## src/rtl/edge_irq_pkg.sv

```systemverilog
package edge_irq_pkg;

  localparam int unsigned REG_W = 32;

  // Byte offsets of the register window
  localparam logic [11:0] OFF_MASK  = 12'h000;
  localparam logic [11:0] OFF_EVTM  = 12'h004;
  localparam logic [11:0] OFF_RISE  = 12'h008;
  localparam logic [11:0] OFF_FALL  = 12'h00C;
  localparam logic [11:0] OFF_SWEV  = 12'h010;
  localparam logic [11:0] OFF_PEND  = 12'h014;

  typedef enum logic [2:0] {
    SEL_MASK,
    SEL_EVTM,
    SEL_RISE,
    SEL_FALL,
    SEL_SWEV,
    SEL_PEND,
    SEL_NONE
  } reg_sel_e;

endpackage

```

## src/rtl/edge_irq_rst_sync.sv

```systemverilog
module edge_irq_rst_sync #(
  parameter int unsigned STAGES = 2
) (
  input  logic clk,
  input  logic rst_n_i,
  output logic rst_n_o
);

  logic [STAGES-1:0] chain_q;
  logic [STAGES-1:0] chain_d;

  always_comb begin
    chain_d = {chain_q[STAGES-2:0], 1'b1};
  end

  always_ff @(posedge clk or negedge rst_n_i) begin
    if (!rst_n_i) begin
      chain_q <= '0;
    end else begin
      chain_q <= chain_d;
    end
  end

  assign rst_n_o = chain_q[STAGES-1];

endmodule

```

## src/rtl/edge_irq_detect.sv

```systemverilog
module edge_irq_detect #(
  parameter int unsigned NUM_LINES  = 23,
  parameter int unsigned SYNC_DEPTH = 2
) (
  input  logic                 clk,
  input  logic                 rst_n,
  input  logic [NUM_LINES-1:0] line_i,
  output logic [NUM_LINES-1:0] rise_o,
  output logic [NUM_LINES-1:0] fall_o
);

  localparam int unsigned LAST = SYNC_DEPTH - 1;

  genvar g;
  generate
    for (g = 0; g < NUM_LINES; g++) begin : g_line
      logic [SYNC_DEPTH-1:0] sync_q;
      logic [SYNC_DEPTH-1:0] sync_d;
      logic                  prev_q;
      logic                  prev_d;

      always_comb begin
        sync_d = {sync_q[SYNC_DEPTH-2:0], line_i[g]};
        prev_d = sync_q[LAST];
      end

      always_ff @(posedge clk or negedge rst_n) begin
        if (!rst_n) begin
          sync_q <= '0;
          prev_q <= 1'b0;
        end else begin
          sync_q <= sync_d;
          prev_q <= prev_d;
        end
      end

      assign rise_o[g] =  sync_q[LAST] & ~prev_q;
      assign fall_o[g] = ~sync_q[LAST] &  prev_q;
    end
  endgenerate

  // a line cannot show both edges in one cycle
  p_rise_fall_excl_r3: assert property (@(posedge clk) disable iff (!rst_n)
    ((rise_o & fall_o) == '0));

  // one edge is reported for a single cycle only
  p_edge_once_r11: assert property (@(posedge clk) disable iff (!rst_n)
    1'b1 |=> (((rise_o & $past(rise_o)) == '0) && ((fall_o & $past(fall_o)) == '0)));

endmodule

```

## src/rtl/edge_irq_regs.sv

```systemverilog
module edge_irq_regs
  import edge_irq_pkg::*;
#(
  parameter int unsigned NUM_LINES = 23,
  parameter int unsigned ADDR_W    = 10
) (
  input  logic                 clk,
  input  logic                 rst_n,
  input  logic [ADDR_W-1:0]    bus_addr,
  input  logic                 bus_wr,
  input  logic                 bus_rd,
  input  logic [REG_W-1:0]     bus_wdata,
  input  logic [NUM_LINES-1:0] rise_i,
  input  logic [NUM_LINES-1:0] fall_i,
  output logic [REG_W-1:0]     bus_rdata,
  output logic [NUM_LINES-1:0] irq_o
);

  localparam int unsigned PAD_W = REG_W - NUM_LINES;

  reg_sel_e sel;

  logic [NUM_LINES-1:0] mask_q, mask_d;
  logic [NUM_LINES-1:0] evtm_q, evtm_d;
  logic [NUM_LINES-1:0] rise_en_q, rise_en_d;
  logic [NUM_LINES-1:0] fall_en_q, fall_en_d;
  logic [NUM_LINES-1:0] swev_q, swev_d;
  logic [NUM_LINES-1:0] pend_q, pend_d;
  logic [NUM_LINES-1:0] irq_q, irq_d;
  logic [REG_W-1:0]     rdata_q, rdata_d;

  logic [NUM_LINES-1:0] wbits;
  logic [NUM_LINES-1:0] sw_set;
  logic [NUM_LINES-1:0] hw_set;
  logic [NUM_LINES-1:0] set_vec;
  logic [NUM_LINES-1:0] clr_vec;
  logic [NUM_LINES-1:0] rd_field;

  logic en_mask, en_evtm, en_rise, en_fall, en_swev;

  // Address decode: full match only; anything else is unmapped
  always_comb begin
    sel = SEL_NONE;
    if      (bus_addr == OFF_MASK[ADDR_W-1:0]) sel = SEL_MASK;
    else if (bus_addr == OFF_EVTM[ADDR_W-1:0]) sel = SEL_EVTM;
    else if (bus_addr == OFF_RISE[ADDR_W-1:0]) sel = SEL_RISE;
    else if (bus_addr == OFF_FALL[ADDR_W-1:0]) sel = SEL_FALL;
    else if (bus_addr == OFF_SWEV[ADDR_W-1:0]) sel = SEL_SWEV;
    else if (bus_addr == OFF_PEND[ADDR_W-1:0]) sel = SEL_PEND;
  end

  // Write enables and next-state values of the configuration registers
  always_comb begin
    wbits   = bus_wdata[NUM_LINES-1:0];
    en_mask = bus_wr && (sel == SEL_MASK);
    en_evtm = bus_wr && (sel == SEL_EVTM);
    en_rise = bus_wr && (sel == SEL_RISE);
    en_fall = bus_wr && (sel == SEL_FALL);
    en_swev = bus_wr && (sel == SEL_SWEV);
    mask_d    = en_mask ? wbits : mask_q;
    evtm_d    = en_evtm ? wbits : evtm_q;
    rise_en_d = en_rise ? wbits : rise_en_q;
    fall_en_d = en_fall ? wbits : fall_en_q;
    swev_d    = en_swev ? wbits : swev_q;
  end

  // Pending flags: sets are applied after clears, so an edge beats a clear
  always_comb begin
    sw_set  = en_swev ? wbits : '0;
    clr_vec = (bus_wr && (sel == SEL_PEND)) ? wbits : '0;
    hw_set  = (rise_i & rise_en_q) | (fall_i & fall_en_q);
    set_vec = hw_set | sw_set;
    pend_d  = (pend_q & ~clr_vec) | set_vec;
    irq_d   = set_vec & mask_q;
  end

  // Read mux
  always_comb begin
    unique case (sel)
      SEL_MASK: rd_field = mask_q;
      SEL_EVTM: rd_field = evtm_q;
      SEL_RISE: rd_field = rise_en_q;
      SEL_FALL: rd_field = fall_en_q;
      SEL_SWEV: rd_field = swev_q;
      SEL_PEND: rd_field = pend_q;
      default:  rd_field = '0;
    endcase
    rdata_d = bus_rd ? {{PAD_W{1'b0}}, rd_field} : rdata_q;
  end

  always_ff @(posedge clk or negedge rst_n) begin
    if (!rst_n) begin
      mask_q    <= '0;
      evtm_q    <= '0;
      rise_en_q <= '0;
      fall_en_q <= '0;
      swev_q    <= '0;
      pend_q    <= '0;
      irq_q     <= '0;
      rdata_q   <= '0;
    end else begin
      mask_q    <= mask_d;
      evtm_q    <= evtm_d;
      rise_en_q <= rise_en_d;
      fall_en_q <= fall_en_d;
      swev_q    <= swev_d;
      pend_q    <= pend_d;
      irq_q     <= irq_d;
      rdata_q   <= rdata_d;
    end
  end

  assign bus_rdata = rdata_q;
  assign irq_o     = irq_q;

  // a pending bit only rises when an edge or software event set it
  p_pend_rise_has_source_r4: assert property (@(posedge clk) disable iff (!rst_n)
    1'b1 |=> ((pend_q & ~$past(pend_q) & ~$past(set_vec)) == '0));

  // a line masked in the previous cycle never pulses
  p_masked_silent_r5: assert property (@(posedge clk) disable iff (!rst_n)
    1'b1 |=> ((irq_q & ~$past(mask_q)) == '0));

  // a pulse is always accompanied by its latched flag
  p_pulse_implies_pending_r6: assert property (@(posedge clk) disable iff (!rst_n)
    ((irq_q & ~pend_q) == '0));

  // a bit that was being set is pending afterwards, whatever the clear
  p_set_wins_r10: assert property (@(posedge clk) disable iff (!rst_n)
    1'b1 |=> (($past(set_vec) & ~pend_q) == '0));

endmodule

```

## src/rtl/edge_irq_ctrl.sv

```systemverilog
module edge_irq_ctrl
  import edge_irq_pkg::*;
#(
  parameter int unsigned NUM_LINES  = 23,
  parameter int unsigned ADDR_W     = 10,
  parameter int unsigned SYNC_DEPTH = 2
) (
  input  logic                 clk,
  input  logic                 rst_n,
  input  logic [NUM_LINES-1:0] line_i,
  input  logic [ADDR_W-1:0]    bus_addr,
  input  logic                 bus_wr,
  input  logic                 bus_rd,
  input  logic [31:0]          bus_wdata,
  output logic [31:0]          bus_rdata,
  output logic [NUM_LINES-1:0] irq_pulse_o
);

  logic                 rst_n_sync;
  logic [NUM_LINES-1:0] rise;
  logic [NUM_LINES-1:0] fall;

  edge_irq_rst_sync #(.STAGES(2)) u_rst (
    .clk     (clk),
    .rst_n_i (rst_n),
    .rst_n_o (rst_n_sync)
  );

  edge_irq_detect #(
    .NUM_LINES  (NUM_LINES),
    .SYNC_DEPTH (SYNC_DEPTH)
  ) u_det (
    .clk    (clk),
    .rst_n  (rst_n_sync),
    .line_i (line_i),
    .rise_o (rise),
    .fall_o (fall)
  );

  edge_irq_regs #(
    .NUM_LINES (NUM_LINES),
    .ADDR_W    (ADDR_W)
  ) u_regs (
    .clk       (clk),
    .rst_n     (rst_n_sync),
    .bus_addr  (bus_addr),
    .bus_wr    (bus_wr),
    .bus_rd    (bus_rd),
    .bus_wdata (bus_wdata),
    .rise_i    (rise),
    .fall_i    (fall),
    .bus_rdata (bus_rdata),
    .irq_o     (irq_pulse_o)
  );

  generate
    if (NUM_LINES < 32) begin : g_pad_chk
      // bits above the implemented lines always read zero
      p_upper_zero_r7: assert property (@(posedge clk) disable iff (!rst_n_sync)
        (bus_rdata[31:NUM_LINES] == '0));
    end
  endgenerate

endmodule

```

## config.mk

```make
export PLATFORM = sky130hd
export DESIGN_NAME = edge_irq_ctrl
export DESIGN_NICKNAME = d
export VERILOG_FILES = /design/src/rtl/edge_irq_pkg.sv /design/src/rtl/edge_irq_rst_sync.sv /design/src/rtl/edge_irq_detect.sv /design/src/rtl/edge_irq_regs.sv /design/src/rtl/edge_irq_ctrl.sv
export SDC_FILE = /design/constraint.sdc
export NUM_CORES = 1
export LEC_CHECK = 0
export BUFFER_PORTS_ARGS = -buffer_cell sky130_fd_sc_hd__buf_2
export CORE_MARGIN = 5
export CORE_UTILIZATION = 48
export CTS_CLUSTER_SIZE = 20
export DETAILED_ROUTE_END_ITERATION = 7
export GPL_ROUTABILITY_DRIVEN = 1
export HOLD_SLACK_MARGIN = 0.06
export PLACE_DENSITY = 0.7
export SYNTH_ARGS = -nofsm -noshare
export SYNTH_HDL_FRONTEND = slang
export SYNTH_SLANG_ARGS = --single-unit
```

## constraint.sdc

```tcl
create_clock -name clk -period 18.15 [get_ports clk]
set_clock_uncertainty 0.2 [all_clocks]
set_input_delay 3.63 -clock clk [delete_from_list [all_inputs] [get_ports clk]]
set_output_delay 3.63 -clock clk [all_outputs]
set_load 0.005 [all_outputs]
```

==> out/qor.txt <==
Number of vias per cell: 5.971
Pre-CTS setup slack: 11.28 ns
Synthesized area: 10780 um^2
Hold Vio Cnt, Final: 0
Mean Syn Cell Area: 13.34 um^2
Syn-to-layout area delta: 14.90%
Initial DRC count: 540
Setup TNS: 0 ns
MaxCap Viol Count: 0
R2R setup slack: 15.49 ns
TritonCTS clock tree: yes
Sequential fraction of the synthesis area: 59.20%
Starting Density: 49.09%
Critical setup path kind: in2reg
Footprint of the multi-input gates: 3923 um^2
Reg power frac: 49.0%
# fillers: 1816
Vias: 7129
Routed WL per cell: 20.94 um
Crit Path Max Fanout: 53
Commonest non-fill, non-tap cells in the layout: dfrtp_1 (254), buf_2 (104), mux2_2 (86)
Layout net count: 964
Overall routing resource usage: 19.51%
Core Util, Final: 56.40%
Post-route ant nets: 0
Mapped Cells: 808
Sw Ratio: 22.31%
HPWL Detailed: 14.91 mm
Worst Setup Start Kind: primary input
Sink Count: 255
Count of cell types in the netlist: 34
H-tree Lvls: 1
Leakage: 5.645 nW
Post-cts repair resize count: 0
Yosys reg bits: 255
Number of global-route vias before repair: 7308
CTS buffer count: 27
Largest Register: u_det.g_line.sync_q
Largest net degree at the start of global routing: 85
Final hold slack: 0.1174 ns
Max-slew headroom: 29.19%
Gr ovfl total: 0
Min setup slack post-route: 11.86 ns
Share of cells above drive strength 1: 31.18%
# DRC: 0
TritonRoute pass-1 iters: 5
Int Pwr: 937.7 uW
Post-CTS setup buffers: 0
Final worst path period share: 34.64%
Antenna Cells: 0
I/O Pins: 124
# setup viols final: 0
NetSw: 269.4 uW
Leading area contributor after synthesis: dfrtp_1
Synth area leaders: dfrtp_1 (59%), mux2_2 (9.0%), mux4_2 (4.8%), nand4_1 (4.1%), and4b_1 (2.1%)
Power per cell area: 97.46 nW/um^2
Maximum VDD drop: 0.05710 mV
Die area: 25550 um^2
Final min period: 6.287 ns
Height of the die: 159.9 um
Synth async-reset ratio: 100.0%
Die Span X: 159.9 um
I/O Buffers: 105
Synth top area share: 59.20%
First-pass GRT wire length: 40.65 mm
Hold crit path type: reg2async
CTS root buffer: clkbuf_16
Critical Path AT: 6.50 ns
Reg clk slew, reported paths: 0.06 ns
Register Area: 6385 um^2
Most used DFF post-synth: dfrtp_1
Worst-margin pin slew: 1.062 ns
Status: complete, no violations
Highest clock rate: 159.1 MHz
Worst Setup End Kind: register
Comb pwr share: 4.9%
Number of synthesized flops with an enable pin: 0
Clock latency on the worst-skew pair: 0.53 ns
Unrepaired setup endpoints after global routing: false
Max reg flops: 46
Total Routed Length: 25.01 mm
Row count: 54
Core area: 21960 um^2
Clk pwr share: 46.2%
CTS Buffer Depth: 3
Yosys warnings: 0
Required @ worst endpoint: 18.36 ns
Final max-slew violation count: 0
Most common cell after layout, fill and taps aside: dfrtp_1
GP Congestion: 0.7558
Initial antenna violation count: 3
CTS Hold Bufs: 0
-- cell families (layout without fill, tap and decap cells) --
logic type	Yosys count	after routing	synth area share, %
buffers and inverters	118	216	4.991
flip-flops	255	255	59.20
other	2	10	0.06967
AO/OA/AOI/OAI	115	115	8.009
multiplexers	138	138	16.55
AND/OR/NAND/NOR	180	180	11.18
-- layer usage --
metal / up-vias / wire, um / track usage (%)
met5: - / 41 / 0
met1: 3615 / 10980 / 27.67
li1: 3187 / - / -
met4: 6 / 693 / 5.475
met3: 58 / 1709 / 4.510
met2: 263 / 11580 / 30.51
-- per-stage QoR --
stage | cells | area, um^2 | total power, mW
after floorplan | 816 | 10810 | 0.6376
after global placement | 1146 | 11490 | 0.6594
after detailed placement | 1146 | 11490 | 0.6604
after CTS | 1194 | 12390 | 1.218
after global routing | 1194 | 12390 | 1.251
final | 1194 | 12390 | 1.207
-- final cells by class --
class / count / area share (%)
inverters: 46 / 1.394
clock buffers: 37 / 6.162
repair buffers: 122 / 5.293
well taps: 280 / 2.829
flip-flops and latches: 255 / 51.55
multi-input cells: 443 / 31.67
clock inverters: 11 / 1.101
-- worst max-delay path, stage by stage --
cell and delay, ns:
buf_4 0.52, buf_4 0.67, nand3b_1 0.22, nor4_4 0.63, buf_4 0.38, mux2_2 0.37
-- synthesized netlist by cell type, types with 25 or more instances --
| cell type | count |
|---|---|
| clkbuf_1 | 36 |
| dfrtp_1 | 255 |
| inv_1 | 46 |
| mux2_2 | 86 |
| nand3b_1 | 25 |
| nand4_1 | 71 |
-- path summary, 6_finish.rpt --
check | from | endpoint | cells after the start
worst min-delay path | u_rst.chain_q[1] | u_regs.swev_q[3] | 0
min in group clk | u_det.g_line[5].sync_q[0] | u_det.g_line[5].sync_q[1] | 0
worst min register to register | u_rst.chain_q[1] | u_regs.swev_q[3] | 0
worst max register to register | u_rst.chain_q[1] | u_det.g_line[14].sync_q[1] | 2
worst max-delay path | bus_addr[2] | u_regs.evtm_q[13] | 6
max in group asynchronous | rst_n | u_rst.chain_q[1] | 1
-- power groups by stage --
stage | combinational, mW | sequential (mW) | clock (mW)
after global routing | 0.0649 | 0.593 | 0.593
after global placement | 0.0586 | 0.601 | 0
after CTS | 0.0594 | 0.591 | 0.568
final | 0.0589 | 0.591 | 0.557
after detailed placement | 0.0593 | 0.601 | 0
after floorplan | 0.0323 | 0.605 | 0
No activity file was read; power rests on OpenSTA's default activity.
